===== config.mk =====
export PLATFORM = sky130hd
export DESIGN_NAME = subcode_shift_clk
export DESIGN_NICKNAME = d
export VERILOG_FILES = /design/src/rtl/subcode_shift_clk_pkg.sv /design/src/rtl/scg_sync.sv /design/src/rtl/scg_burst_timer.sv /design/src/rtl/scg_symbol_asm.sv /design/src/rtl/subcode_shift_clk.sv
export SDC_FILE = /design/constraint.sdc
export NUM_CORES = 1
export LEC_CHECK = 0
export CORE_ASPECT_RATIO = 2
export CORE_MARGIN = 2
export CORE_UTILIZATION = 30
export DETAILED_ROUTE_END_ITERATION = 6
export MAX_ROUTING_LAYER = met4
export PLACE_DENSITY = 0.43
export SLEW_MARGIN = 15
export SYNTH_ARGS = -nofsm -noshare
export SYNTH_HDL_FRONTEND = slang
export SYNTH_SLANG_ARGS = --single-unit

===== constraint.sdc =====
create_clock -name clk -period 3.48 [get_ports clk]
set_input_delay 0.696 -clock clk [delete_from_list [all_inputs] [get_ports clk]]
set_output_delay 0.696 -clock clk [all_outputs]
set_load 0.01 [all_outputs]

===== src/rtl/subcode_shift_clk_pkg.sv =====
package subcode_shift_clk_pkg;

  typedef enum logic [1:0] {
    BST_IDLE,
    BST_WAIT,
    BST_HIGH,
    BST_LOW
  } burst_state_t;

  function automatic int unsigned umax(input int unsigned a, input int unsigned b);
    return (a > b) ? a : b;
  endfunction

endpackage


===== src/rtl/scg_sync.sv =====
module scg_sync #(
  parameter int unsigned STAGES = 2,
  parameter int unsigned W      = 1
) (
  input  logic         clk,
  input  logic         rst,
  input  logic [W-1:0] d,
  output logic [W-1:0] q
);

  logic [W-1:0] stg [STAGES];

  always_ff @(posedge clk) begin
    if (rst) stg[0] <= '0;
    else     stg[0] <= d;
  end

  for (genvar i = 1; i < STAGES; i++) begin : g_stage
    always_ff @(posedge clk) begin
      if (rst) stg[i] <= '0;
      else     stg[i] <= stg[i-1];
    end
  end

  assign q = stg[STAGES-1];

endmodule


===== src/rtl/scg_burst_timer.sv =====
module scg_burst_timer
  import subcode_shift_clk_pkg::*;
#(
  parameter int unsigned DLY_DBL   = 208,
  parameter int unsigned HALF_DBL  = 32,
  parameter int unsigned DLY_NRM   = 320,
  parameter int unsigned HALF_NRM  = 128,
  parameter int unsigned PULSES    = 8,
  parameter int unsigned START_CNT = 2
) (
  input  logic clk,
  input  logic rst,
  input  logic enable,
  input  logic start,
  input  logic speed_nrm,
  output logic sclk_q,
  output logic fire
);

  localparam int unsigned MAXV = umax(umax(DLY_DBL, DLY_NRM), umax(HALF_DBL, HALF_NRM));
  localparam int unsigned CW   = $clog2(MAXV + 1);
  localparam int unsigned PW   = $clog2(PULSES + 1);

  burst_state_t  st;
  logic [CW-1:0] cnt;
  logic [CW-1:0] dly_q;
  logic [CW-1:0] half_q;
  logic [PW-1:0] npulse;
  logic          at_dly;
  logic          at_half;

  assign at_dly  = (cnt == dly_q - CW'(1));
  assign at_half = (cnt == half_q - CW'(1));

  always_comb begin
    fire = enable && !start &&
           (((st == BST_WAIT) && at_dly) || ((st == BST_LOW) && at_half));
  end

  always_ff @(posedge clk) begin
    if (rst || !enable) begin
      st     <= BST_IDLE;
      cnt    <= '0;
      sclk_q <= 1'b0;
      npulse <= '0;
      dly_q  <= '0;
      half_q <= '0;
    end else if (start) begin
      st     <= BST_WAIT;
      cnt    <= CW'(START_CNT);
      sclk_q <= 1'b0;
      npulse <= '0;
      dly_q  <= speed_nrm ? CW'(DLY_NRM)  : CW'(DLY_DBL);
      half_q <= speed_nrm ? CW'(HALF_NRM) : CW'(HALF_DBL);
    end else begin
      case (st)
        BST_WAIT: begin
          if (at_dly) begin
            sclk_q <= 1'b1;
            st     <= BST_HIGH;
            cnt    <= '0;
          end else begin
            cnt <= cnt + CW'(1);
          end
        end
        BST_HIGH: begin
          if (at_half) begin
            sclk_q <= 1'b0;
            cnt    <= '0;
            npulse <= npulse + PW'(1);
            st     <= (npulse == PW'(PULSES - 1)) ? BST_IDLE : BST_LOW;
          end else begin
            cnt <= cnt + CW'(1);
          end
        end
        BST_LOW: begin
          if (at_half) begin
            sclk_q <= 1'b1;
            st     <= BST_HIGH;
            cnt    <= '0;
          end else begin
            cnt <= cnt + CW'(1);
          end
        end
        default: st <= BST_IDLE;
      endcase
    end
  end

endmodule


===== src/rtl/scg_symbol_asm.sv =====
module scg_symbol_asm #(
  parameter int unsigned BITS  = 8,
  parameter int unsigned OUT_W = 6
) (
  input  logic             clk,
  input  logic             rst,
  input  logic             clear,
  input  logic             sample,
  input  logic             bit_in,
  output logic             sym_valid,
  output logic [OUT_W-1:0] sym_data
);

  localparam int unsigned BCW = $clog2(BITS + 1);

  logic [BITS-2:0] shreg;
  logic [BCW-1:0]  nbits;

  always_ff @(posedge clk) begin
    if (rst) begin
      shreg     <= '0;
      nbits     <= '0;
      sym_valid <= 1'b0;
      sym_data  <= '0;
    end else if (clear) begin
      nbits     <= '0;
      sym_valid <= 1'b0;
    end else if (sample && (nbits < BCW'(BITS))) begin
      shreg <= {shreg[BITS-3:0], bit_in};
      nbits <= nbits + BCW'(1);
      if (nbits == BCW'(BITS - 1)) begin
        sym_valid <= 1'b1;
        sym_data  <= {shreg[OUT_W-2:0], bit_in};
      end else begin
        sym_valid <= 1'b0;
      end
    end else begin
      sym_valid <= 1'b0;
    end
  end

endmodule


===== src/rtl/subcode_shift_clk.sv =====
module subcode_shift_clk #(
  parameter int unsigned DLY_DBL     = 208,
  parameter int unsigned HALF_DBL    = 32,
  parameter int unsigned DLY_NRM     = 320,
  parameter int unsigned HALF_NRM    = 128,
  parameter int unsigned SYM_BITS    = 8,
  parameter int unsigned OUT_W       = 6,
  parameter int unsigned SYNC_STAGES = 2
) (
  input  logic             clk,
  input  logic             rst,
  input  logic             dir_sel,
  input  logic             speed_sel,
  input  logic             frame_sync,
  input  logic             sdata,
  input  logic             sclk_in,
  output logic             sclk_out,
  output logic             sclk_oe,
  output logic             sym_valid,
  output logic [OUT_W-1:0] sym_data
);

  localparam int unsigned NSYNC = 3;

  logic [NSYNC-1:0] sync_q;
  logic fs_s, ck_s, sd_s;
  logic fs_prev, ck_prev, oe_q;
  logic fs_rise, ck_rise;
  logic gen_fire, gen_sclk, take_bit;

  scg_sync #(.STAGES(SYNC_STAGES), .W(NSYNC)) u_sync (
    .clk (clk),
    .rst (rst),
    .d   ({frame_sync, sclk_in, sdata}),
    .q   (sync_q)
  );

  assign fs_s = sync_q[2];
  assign ck_s = sync_q[1];
  assign sd_s = sync_q[0];

  always_ff @(posedge clk) begin
    if (rst) begin
      fs_prev <= 1'b0;
      ck_prev <= 1'b0;
      oe_q    <= 1'b0;
    end else begin
      fs_prev <= fs_s;
      ck_prev <= ck_s;
      oe_q    <= !dir_sel;
    end
  end

  assign fs_rise = fs_s && !fs_prev;
  assign ck_rise = ck_s && !ck_prev;

  scg_burst_timer #(
    .DLY_DBL   (DLY_DBL),
    .HALF_DBL  (HALF_DBL),
    .DLY_NRM   (DLY_NRM),
    .HALF_NRM  (HALF_NRM),
    .PULSES    (SYM_BITS),
    .START_CNT (SYNC_STAGES)
  ) u_timer (
    .clk       (clk),
    .rst       (rst),
    .enable    (!dir_sel),
    .start     (fs_rise),
    .speed_nrm (speed_sel),
    .sclk_q    (gen_sclk),
    .fire      (gen_fire)
  );

  assign take_bit = dir_sel ? ck_rise : gen_fire;

  scg_symbol_asm #(.BITS(SYM_BITS), .OUT_W(OUT_W)) u_asm (
    .clk       (clk),
    .rst       (rst),
    .clear     (fs_rise),
    .sample    (take_bit),
    .bit_in    (sd_s),
    .sym_valid (sym_valid),
    .sym_data  (sym_data)
  );

  assign sclk_out = gen_sclk;
  assign sclk_oe  = oe_q;

endmodule


Word level (Yosys, flattened, before mapping)
Memories as Yosys holds them, arrays and structs flattened.
Index checks and enable logic that the tools add are counted.
Widths: inputs -> output; s select.
{"block": "word_totals", "regBits": 53, "latchBits": 0, "ram_bits": 6, "mem_bits_ro": 0, "input_bits": 7, "output_inout_bits": 9, "wordCells": 88, "memories": 1}
{"block": "classes", "add_sub_neg": 5, "mul": 0, "div": 0, "order_cmp": 1, "eq_ne": 13, "n_shift": 0, "n_mux": 23, "bitwise_logic": 4, "n_reduce_logical": 26}
{"memory": "u_sync.stg", "words": 2, "word_bits": 3, "rd": 2, "rd_ports_with_merged_regs": 0, "wr": 2, "line": "scg_sync.sv:11", "rtl": "logic [W-1:0] stg [STAGES];"}
{"operator": "$mux 9", "count": 3}
{"operator": "$eq 9x9->1", "count": 2}
{"operator": "$pmux 9 s2", "count": 1}
{"operator": "$sub 9x1->9 const B", "count": 2}
{"operator": "$mux 2", "count": 5}
{"operator": "$add 9x1->9 const B", "count": 1}
{"operator": "$mux 1", "count": 9}
{"operator": "$ne 3x1->1 const B", "count": 3}
{"operator": "$reduce_and 3->1", "count": 3}
{"operator": "$add 4x1->4 const B", "count": 2}
{"operator": "$eq 4x3->1 const B", "count": 2}
{"operator": "$mux 8", "count": 1}
{"operator": "$logic_and 1x1->1", "count": 7}
{"operator": "$mux 3", "count": 2}
{"operator": "$ne 2x1->1 const B", "count": 3}
{"operator": "$pmux 2 s3", "count": 1}
{"operator": "$reduce_bool 3->1", "count": 2}
{"operator": "$reduce_or 2->1", "count": 3}
{"operator": "$eq 2x2->1 const B", "count": 2}
{"operator": "$logic_not 1->1", "count": 4}
{"operator": "$lt 4x4->1 const B", "count": 1}
{"operator": "$reduce_and 2->1", "count": 2}
{"operator": "$reduce_and 4->1", "count": 1}
{"operator": "$pmux 1 s3", "count": 1}
{"operator": "other kinds (6)", "count": 9}

Logic depth before layout (Yosys ltp)
Gate-level depths: netlist of the first run.
{"block": "logic_depth", "depth_word": 9, "mapped_depth": 9, "ltp_nobuf": 7}

By module
From an unflattened synthesis of the first run, not the netlist that was laid out.
{"block": "hier_totals", "hier_cells": 201, "hier_area_um2": 2044.5}
{"mod": "scg_burst_timer", "instances": 1, "cells_each": 118, "area_per_inst_um2": 1119.8, "seq_area_each_um2": 380.4}
{"mod": "scg_symbol_asm", "instances": 1, "cells_each": 61, "area_per_inst_um2": 661.9, "seq_area_each_um2": 320.3}
{"mod": "scg_sync", "instances": 1, "cells_each": 12, "area_per_inst_um2": 157.7, "seq_area_each_um2": 120.1}
{"mod": "subcode_shift_clk", "instances": 1, "cells_each": 10, "area_per_inst_um2": 105.1, "seq_area_each_um2": 60.1}

Worst setup path before layout of the first run
OpenSTA, ideal clock, no wires.
{"block": "synth_timing", "path_kind": "register to register", "from": "reg u_timer.dly_q[7]", "to": "reg u_asm.nbits[2]", "setup_time_ns": 0.120, "t_arrival_ns": 1.972, "required_ns": 3.360, "path_slack_ns": 1.388, "stages_incl_launch_ff": 10, "path_buffers": 2, "period_less_slack_ns": 2.092, "path_cell_list": "dfxtp_1 > buf_2 > inv_1 > ha_1 > xor2_1 > nand4_1 > o32ai_2 > buf_6 > o221ai_1 > a211o_1"}
{"block": "synth_via", "elab_chain_cells": 7}
{"item": "start, declared", "line": "scg_burst_timer.sv:26", "rtl": "logic [CW-1:0] dly_q;"}
{"item": "start signal, assigned", "line": "scg_burst_timer.sv:53", "rtl": "dly_q <= speed_nrm ? CW'(DLY_NRM) : CW'(DLY_DBL);"}
{"item": "$sub 9x1->9", "line": "scg_burst_timer.sv:32", "rtl": "assign at_dly = (cnt == dly_q - CW'(1));"}
{"item": "$eq 9x9->1", "line": "scg_burst_timer.sv:32"}
{"item": "$logic_and 1x1->1", "line": "scg_burst_timer.sv:37", "rtl": "(((st == BST_WAIT) && at_dly) || ((st == BST_LOW) && at_half));"}
{"item": "$logic_or 1x1->1", "line": "scg_burst_timer.sv:37"}
{"item": "$logic_and 1x1->1", "line": "scg_burst_timer.sv:36", "rtl": "fire = enable && !start &&"}
{"item": "$mux 1", "line": "subcode_shift_clk.sv:74", "rtl": "assign take_bit = dir_sel ? ck_rise : gen_fire;"}
{"item": "$logic_and 1x1->1", "line": "scg_symbol_asm.sv:28", "rtl": "end else if (sample && (nbits < BCW'(BITS))) begin"}
{"item": "end signal, assigned", "line": "scg_symbol_asm.sv:30", "rtl": "nbits <= nbits + BCW'(1);"}
{"item": "end, declared", "line": "scg_symbol_asm.sv:17", "rtl": "logic [BCW-1:0] nbits;"}
No other way between the ends.
A chain may end at the register's enable or synchronous reset.

Final worst setup path of the first run
{"block": "layout_timing", "from": "reg u_timer.dly_q[7]", "to": "reg u_asm.sym_data[2]"}
{"block": "layout_via", "elab_chain_cells": 8}
{"item": "$sub 9x1->9", "line": "scg_burst_timer.sv:32"}
{"item": "$eq 9x9->1", "line": "scg_burst_timer.sv:32"}
{"item": "$logic_and 1x1->1", "line": "scg_burst_timer.sv:37"}
{"item": "$logic_or 1x1->1", "line": "scg_burst_timer.sv:37"}
{"item": "$logic_and 1x1->1", "line": "scg_burst_timer.sv:36"}
{"item": "$mux 1", "line": "subcode_shift_clk.sv:74"}
{"item": "$logic_and 1x1->1", "line": "scg_symbol_asm.sv:28"}
{"item": "$reduce_and 3->1 (no source line)"}
{"item": "end signal, assigned", "line": "scg_symbol_asm.sv:33", "rtl": "sym_data <= {shreg[OUT_W-2:0], bit_in};"}
{"item": "end, declared", "line": "scg_symbol_asm.sv:11", "rtl": "output logic [OUT_W-1:0] sym_data"}
No other way between the ends.

==> metrics.md, run 1 <==
| Metric | Value |
|---|---|
| Outcome | `finished, final reports clean` |
| First-pass GRT wire length | `8700 µm` |
| Design Area, Final | `2520 µm²` |
| Layout cells sized above 1 | `8.71%` |
| Hold Path End | `u_sync.stg[1][1]` |
| Post-CTS sizing | `0` |
| Reg2reg start | `u_timer.dly_q[7]` |
| RSZ-0062 raised after global routing | `no` |
| CTS tree | `built` |
| Least-Margin Pin Slew | `0.667 ns` |
| Setup TNS | `0 ns` |
| Gr usage total | `15.1%` |
| Met2 global-route usage | `29.6%` |
| Worst hold path class | `reg2reg` |
| Clock Latency Late Sink | `0.28 ns` |
| M3 GR Usage | `2.44%` |
| Top cell type's share of synthesized area | `41.0%` |
| Die area | `7900 µm²` |
| Post-CTS Setup Bufs | `0` |
| CTS H-tree lvls | `2` |
| Average routed wire per standard cell | `15.5 µm` |
| Routed wire length | `5480 µm` |
| Syn_nets | `262` |
| Crit path arrival time | `2.67 ns` |
| Placed cell areas | `2380 µm²` |
| HPWL after detailed placement | `4240 µm` |
| Startpoint type of the worst setup path | `flip-flop` |
| Vias in the first global route | `1,738` |
| Post-synthesis cell area | `2150 µm²` |
| CTS buffer count | `5` |
| Post-synth EDFFs | `0` |
| Hold depth | `1` |
| Synth Area per Inst | `8.64 µm²` |
| Setup violators final | `0` |
| ANT cells | `0` |
| Synthesis Warnings | `0` |
| Area grow syn2layout | `17.3%` |
| PD cells | `415 nW/µm²` |
| Reg2Reg Depth | `7` |
| Total chip power | `1.05 mW` |
| Slew HR | `55.2%` |
| Core ar. | `6940 µm²` |
| Top post-synthesis cells by area | `dfxtp_1 (41%), nand2_1 (3.8%), xnor2_1 (3.7%)` |
| Sequential element share of the synthesized area | `41.0%` |
| Pins Over Slew Limit | `0` |
| Peak supply drop | `0.234 mV` |
| CTS Buffer Depth | `2` |
| I/O Pins | `16` |
| Hold slack | `0.436 ns` |
| Tmin final | `2.53 ns` |
| Worst-path clk slew | `0.06 ns` |
| Yosys top cell by area | `dfxtp_1` |
| Global routing's busiest layer | `met2` |
| Vias | `1,764` |
| CP Data Required Time | `3.62 ns` |
| Final hold viol count | `0` |
| Hold Startpoint | `u_sync.stg[0][1]` |
| Fmax | `396 MHz` |
| Initial antenna violation count | `0` |
| Cell variety after synth | `54` |
| DRT iter0 DRCs | `61` |
| CTS root buf | `clkbuf_16` |
| R2R Setup Slk | `0.95 ns` |
| Antenna Nets Post-Route | `0` |
| Rows | `43` |
| Gpl congestion | `0.785` |
| Met1 Usage GRT | `13.2%` |
| Vias per cell | `4.98` |
| Die X | `63.9 µm` |
| Crit path capture type | `flip-flop` |
| Largest net degree at the start of global routing | `15` |
| CTS sink cnt | `44` |
| Hold_buf cts | `0` |
| Grt ovf | `0` |
| Largest fanout on the critical path | `14` |
| Reg-to-reg endpoint | `u_asm.sym_data[2]` |
| Commonest cells post-synth | `dfxtp_1 (44), nand2_1 (22), nor2_1 (17), inv_1 (14), o21ai_0 (14)` |
| Clk_skew | `0.00355 ns` |
| Most numerous cell in the Yosys netlist | `dfxtp_1` |
| Crit share post-route | `72.6%` |
| Initial Util | `31.0%` |
| Die height | `124 µm` |
| Synth async-reset ratio | `0%` |
| Crit path kind | `reg2reg` |
| PortBufs | `15` |
| Post-Synthesis Cells | `249` |
| Primary FF master, synth | `dfxtp_1` |
| Max_cap viols | `0` |
| Final nets | `277` |
| Synthesis-stage register bit count | `44` |
| Final routed DRC violation total | `0` |
| First-pass DRT Iterations | `5` |
| Leak | `0.901 nW` |
worst max-delay path: stages, from the launching register on:
cell and delay (ns):
dfxtp_1 0.45, inv_1 0.14, ha_1 0.33, xnor2_1 0.16, nor4_4 0.42, and4_2 0.48, o211a_1 0.30, o22ai_1 0.11
where the power goes:
group          leakage (nW)  internal (mW)  switching [mW]
clock network        0.0657          0.261           0.194
registers             0.357          0.515          0.0116
logic                 0.478         0.0307          0.0357
total                 0.901          0.806           0.241
state kept, by name, indices dropped and copies added, names as in the netlist:
name             flops
ck_prev              1
fs_prev              1
sclk_oe              1
u_asm.nbits          4
u_asm.shreg          5
u_asm.sym_data       6
u_asm.sym_valid      1
u_sync.stg           6
u_timer.cnt          9
u_timer.dly_q        3
u_timer.npulse       4
u_timer.sclk_q       1
u_timer.st           2
metal layers:
metal	up-vias	routed length (µm)	part of all wire, %
met3	10	96	1.8
met5	-	0	0
met2	25	3200	58
li1	911	-	-
met4	0	176	3.2
met1	818	2010	37
through the flow:
| step | cells | util (%) | setup WS (ns) |
|---|---|---|---|
| finish | 354 | 36.3 | 0.953 |
| global route | 354 | 36.3 | 0.761 |
| CTS | 354 | 36.3 | 0.954 |
| detailed placement | 347 | 34.4 | 0.748 |
| global placement | 347 | 34.4 | 0.776 |
| floorplan | 249 | - | 1.39 |
cells by family after synthesis:
group	count (synthesis)	share of synthesized area, %
compound gates	58	18.4
xor+xnor	13	5.29
fa+ha+maj	6	3.49
buf+inv	26	5.53
flops	44	41.0
simple gates	99	24.9
mux	3	1.40
layout by cell type (no fill, tap or decap), drive strengths merged, types with 6 or more instances in the layout:
master,n
a21oi,9
clkdlybuf4s50,15
dfxtp,44
ha,6
inv,14
nand2,22
nand3,11
nor2,18
nor2b,9
nor3,8
o21ai,15
o22ai,7
xnor2,9
worst max-delay path by stage:
stage,start,end,slack [ns],depth (start not counted)
floorplan,u_timer.dly_q[7],u_asm.nbits[2],1.39,9
global placement,dir_sel,u_asm.shreg[0],0.78,7
detailed placement,dir_sel,u_asm.sym_data[2],0.75,7
CTS,u_timer.dly_q[7],u_asm.sym_data[2],0.95,7
global route,u_timer.dly_q[7],u_asm.sym_data[2],0.76,7
finish,u_timer.dly_q[7],u_asm.sym_data[2],0.95,7
area by class of cell:
type,instances,area [µm²]
multi-input cells,179,1150
repair buffers,20,188
fillers,720,4420
clock inverters,2,12.5
flip-flops and latches,44,881
well taps,90,113
inverters,14,52.6
clock buffers,5,125
No activity file was read; power rests on OpenSTA's default activity.
==> run 2, diff against run 1 <==
Settings changed: PLACE_DENSITY 0.43 to 0.45.
Clock period 3.48 ns to 2.05 ns, I/O delays scaled along.
==> run 2 against run 1 <==
Sequential power rose by 70%. Critical path type unchanged. Sequential share of layout area fell by 4.8 points. Via count rose by 9.1%. Wire length rose by 4.0%. Worst setup slack got worse by 0.91 ns. Critical path depth rose by 1. Die area did not move. Core utilization rose by 5.9 points. Clock-buffer cell count rose by 1. Clock skew barely moved. Critical endpoint is now u_asm.nbits[2]. Clock power rose by 110%. First-iteration DRC count rose by 52%.
==> metrics.md, run 2 (same netlist as run 1, synthesis figures left out) <==
| Metric | Value |
|---|---|
| Slew HR | `62.9% (was 55.2%)` |
| Multi-input logic area | `1230 µm² (was 1150 µm²)` |
| CTS tree | `built (unchanged)` |
| HPWL after detailed placement | `4380 µm (was 4240 µm)` |
| Area grow syn2layout | `36.4% (was 17.3%)` |
| Pins Over Slew Limit | `0 (unchanged)` |
| Hold depth | `1 (unchanged)` |
| Worst-path clk slew | `0.06 ns (about the same)` |
| Max_cap viols | `0 (unchanged)` |
| Startpoint type of the worst setup path | `flip-flop (unchanged)` |
| Largest net degree at the start of global routing | `15 (unchanged)` |
| Gpl congestion | `0.787 (was 0.785)` |
| Most frequent cells in the layout | `dfxtp_1 (42), buf_4 (41), nand2_1 (22) (was dfxtp_1 (44), nand2_1 (22), nor2_1 (17))` |
| Peak supply drop | `0.459 mV (was 0.234 mV)` |
| Layout cells sized above 1 | `25.4% (was 8.71%)` |
| Clk_skew | `0.00371 ns (was 0.00355 ns)` |
| Reg-to-reg endpoint | `u_asm.nbits[2] (was u_asm.sym_data[2])` |
| Rows | `43 (unchanged)` |
| I/O Pins | `16 (unchanged)` |
| Leak | `1.12 nW (was 0.901 nW)` |
| RSZ-0062 raised after global routing | `yes (was no)` |
| Final hold viol count | `0 (unchanged)` |
| Fmax | `499 MHz (was 396 MHz)` |
| # placed instances | `380 (was 347)` |
| DR WL met2 | `3300 µm (was 3200 µm)` |
| Grt ovf | `0 (unchanged)` |
| PortBufs | `15 (unchanged)` |
| Gr usage total | `16.2% (was 15.1%)` |
| Outcome | `finished, final reports clean (unchanged)` |
| PD cells | `680 nW/µm² (was 415 nW/µm²)` |
| Hold Path End | `u_sync.stg[1][0] (was u_sync.stg[1][1])` |
| Top sig layer | `met4 (unchanged)` |
| Crit path capture type | `flip-flop (unchanged)` |
| Largest Register | `u_timer.cnt (unchanged)` |
| Vias in the first global route | `1,917 (was 1,738)` |
| CTS buffer count | `5 (unchanged)` |
| CP Data Required Time | `2.23 ns (was 3.62 ns)` |
| Crit path arrival time | `2.19 ns (was 2.67 ns)` |
| First-pass GRT wire length | `9320 µm (was 8700 µm)` |
| Reg2Reg Depth | `8 (was 7)` |
| ANT cells | `0 (unchanged)` |
| Layout Cells excl Fill | `393 (was 354)` |
| Core ar. | `6940 µm² (unchanged)` |
| Post-layout util | `42.3% (was 36.3%)` |
| Max FFs per register | `9 (unchanged)` |
| Vias per cell | `4.90 (was 4.98)` |
| Crit path kind | `reg2reg (unchanged)` |
| # fillers | `709 (was 720)` |
| First-pass DRT Iterations | `4 (was 5)` |
| Biggest regs | `u_timer.cnt x9, u_asm.sym_data x6, u_sync.stg x6 (unchanged)` |
| Final nets | `315 (was 277)` |
| Largest fanout on the critical path | `5 (was 14)` |
| Initial antenna violation count | `0 (unchanged)` |
| Routed wire length | `5700 µm (was 5480 µm)` |
| Hold_buf cts | `0 (unchanged)` |
| Met3 wire length | `114 µm (was 96 µm)` |
| Antenna Nets Post-Route | `0 (unchanged)` |
| CTS root buf | `clkbuf_16 (unchanged)` |
| Register area | `883 µm² (was 881 µm²)` |
| R2R Setup Slk | `0.04 ns (was 0.95 ns)` |
| Tmin final | `2.01 ns (was 2.53 ns)` |
| Least-Margin Pin Slew | `0.554 ns (was 0.667 ns)` |
| Average routed wire per standard cell | `14.5 µm (was 15.5 µm)` |
| Die X | `63.9 µm (unchanged)` |
| Vias | `1,924 (was 1,764)` |
| CTS H-tree lvls | `2 (unchanged)` |
| Final routed DRC violation total | `0 (unchanged)` |
| Worst hold path class | `reg2reg (unchanged)` |
| Clock Latency Late Sink | `0.29 ns (was 0.28 ns)` |
| CTS Buffer Depth | `2 (unchanged)` |
| Reg2reg start | `u_timer.dly_q[7] (unchanged)` |
| Hold Startpoint | `u_sync.stg[0][0] (was u_sync.stg[0][1])` |
| Die height | `124 µm (unchanged)` |
| Initial Util | `31.0% (unchanged)` |
| Setup violators final | `0 (unchanged)` |
| DRT iter0 DRCs | `93 (was 61)` |
| CTS sink cnt | `44 (unchanged)` |
| Crit share post-route | `97.8% (was 72.6%)` |
| Die area | `7900 µm² (unchanged)` |
| WL met1 | `2130 µm (was 2010 µm)` |
| Most common cell after layout, fill and taps aside | `dfxtp_1 (unchanged)` |
==> run 2: cell types whose count changed in the layout (fill, tap and decap cells not counted), sizes merged <==
cell and change:
bufinv +1, clkinvlp -1, buf +38, clkbuf +1
==> run 2: critical path, cell delays in order, from the launching register on <==
cell and delay, ns:
dfxtp_2 0.36, inv_4 0.06, ha_4 0.27, xor2_2 0.14, nand4_1 0.21, o32ai_2 0.35
buf_4 0.20, o221ai_2 0.10, a211o_1 0.22
==> run 2: timing repair <==
| action | CTS | global route |
|---|---|---|
| gates cloned | 0 | 1 |
| endpoints found under the setup margin | 14 | 23 |
| resized for setup | 6 | 18 |
| endpoints found under the hold margin | 0 | 0 |
| setup buffers | 1 | 3 |
| pin swaps | 1 | 6 |
==> run 2: through the flow <==
stage | worst slack, ns | cell area (µm²) | power [mW] | hold slack (ns) | TNS, ns
floorplan | 0.00456 | 2150 | 0.980 | 0.414 | 0
global placement | -0.283 | 2630 | 1.05 | 0.418 | -3.21
detailed placement | -0.302 | 2630 | 1.05 | 0.428 | -3.53
CTS | 0.00968 | 2840 | 2.02 | 0.443 | 0
global route | -0.0417 | 2930 | 2.08 | 0.457 | -0.139
finish | 0.0447 | 2930 | 1.99 | 0.441 | 0
==> run 2: worst max path at each step <==
stage | start | cells after the start | endpoint | slack (ns)
CTS | u_timer.dly_q[7] | 8 | u_asm.nbits[2] | 0.01
detailed placement | dir_sel | 7 | u_asm.shreg[0] | -0.30
global route | u_timer.dly_q[7] | 8 | u_asm.nbits[2] | -0.04
finish | u_timer.dly_q[7] | 8 | u_asm.nbits[2] | 0.04
global placement | dir_sel | 7 | u_asm.shreg[0] | -0.28
floorplan | u_timer.dly_q[7] | 9 | u_asm.nbits[2] | 0.005
==> run 2: area by class of cell <==
| class | count | area share, % |
|---|---|---|
| Clock buffer | 6 | 4.73 |
| Clock inverter | 2 | 1.32 |
| Inverter | 14 | 1.88 |
| Multi-Input combinational cell | 179 | 42.0 |
| Sequential cell | 44 | 30.1 |
| Tap cell | 90 | 3.84 |
| Timing Repair Buffer | 58 | 16.2 |
==> run 2: power by group <==
| part | leakage [nW] | internal [mW] | switching [mW] | total [mW] |
|---|---|---|---|---|
| Clock | 0.0871 | 0.610 | 0.345 | 0.955 |
| Sequential | 0.358 | 0.874 | 0.0183 | 0.892 |
| Combinational | 0.674 | 0.0760 | 0.0710 | 0.147 |
==> run 2: routing by layer <==
metal	track usage, %	vias to the layer above
met5	-	-
met4	8.29	0
met3	2.80	9
met2	31.1	23
met1	14.9	910
li1	-	982
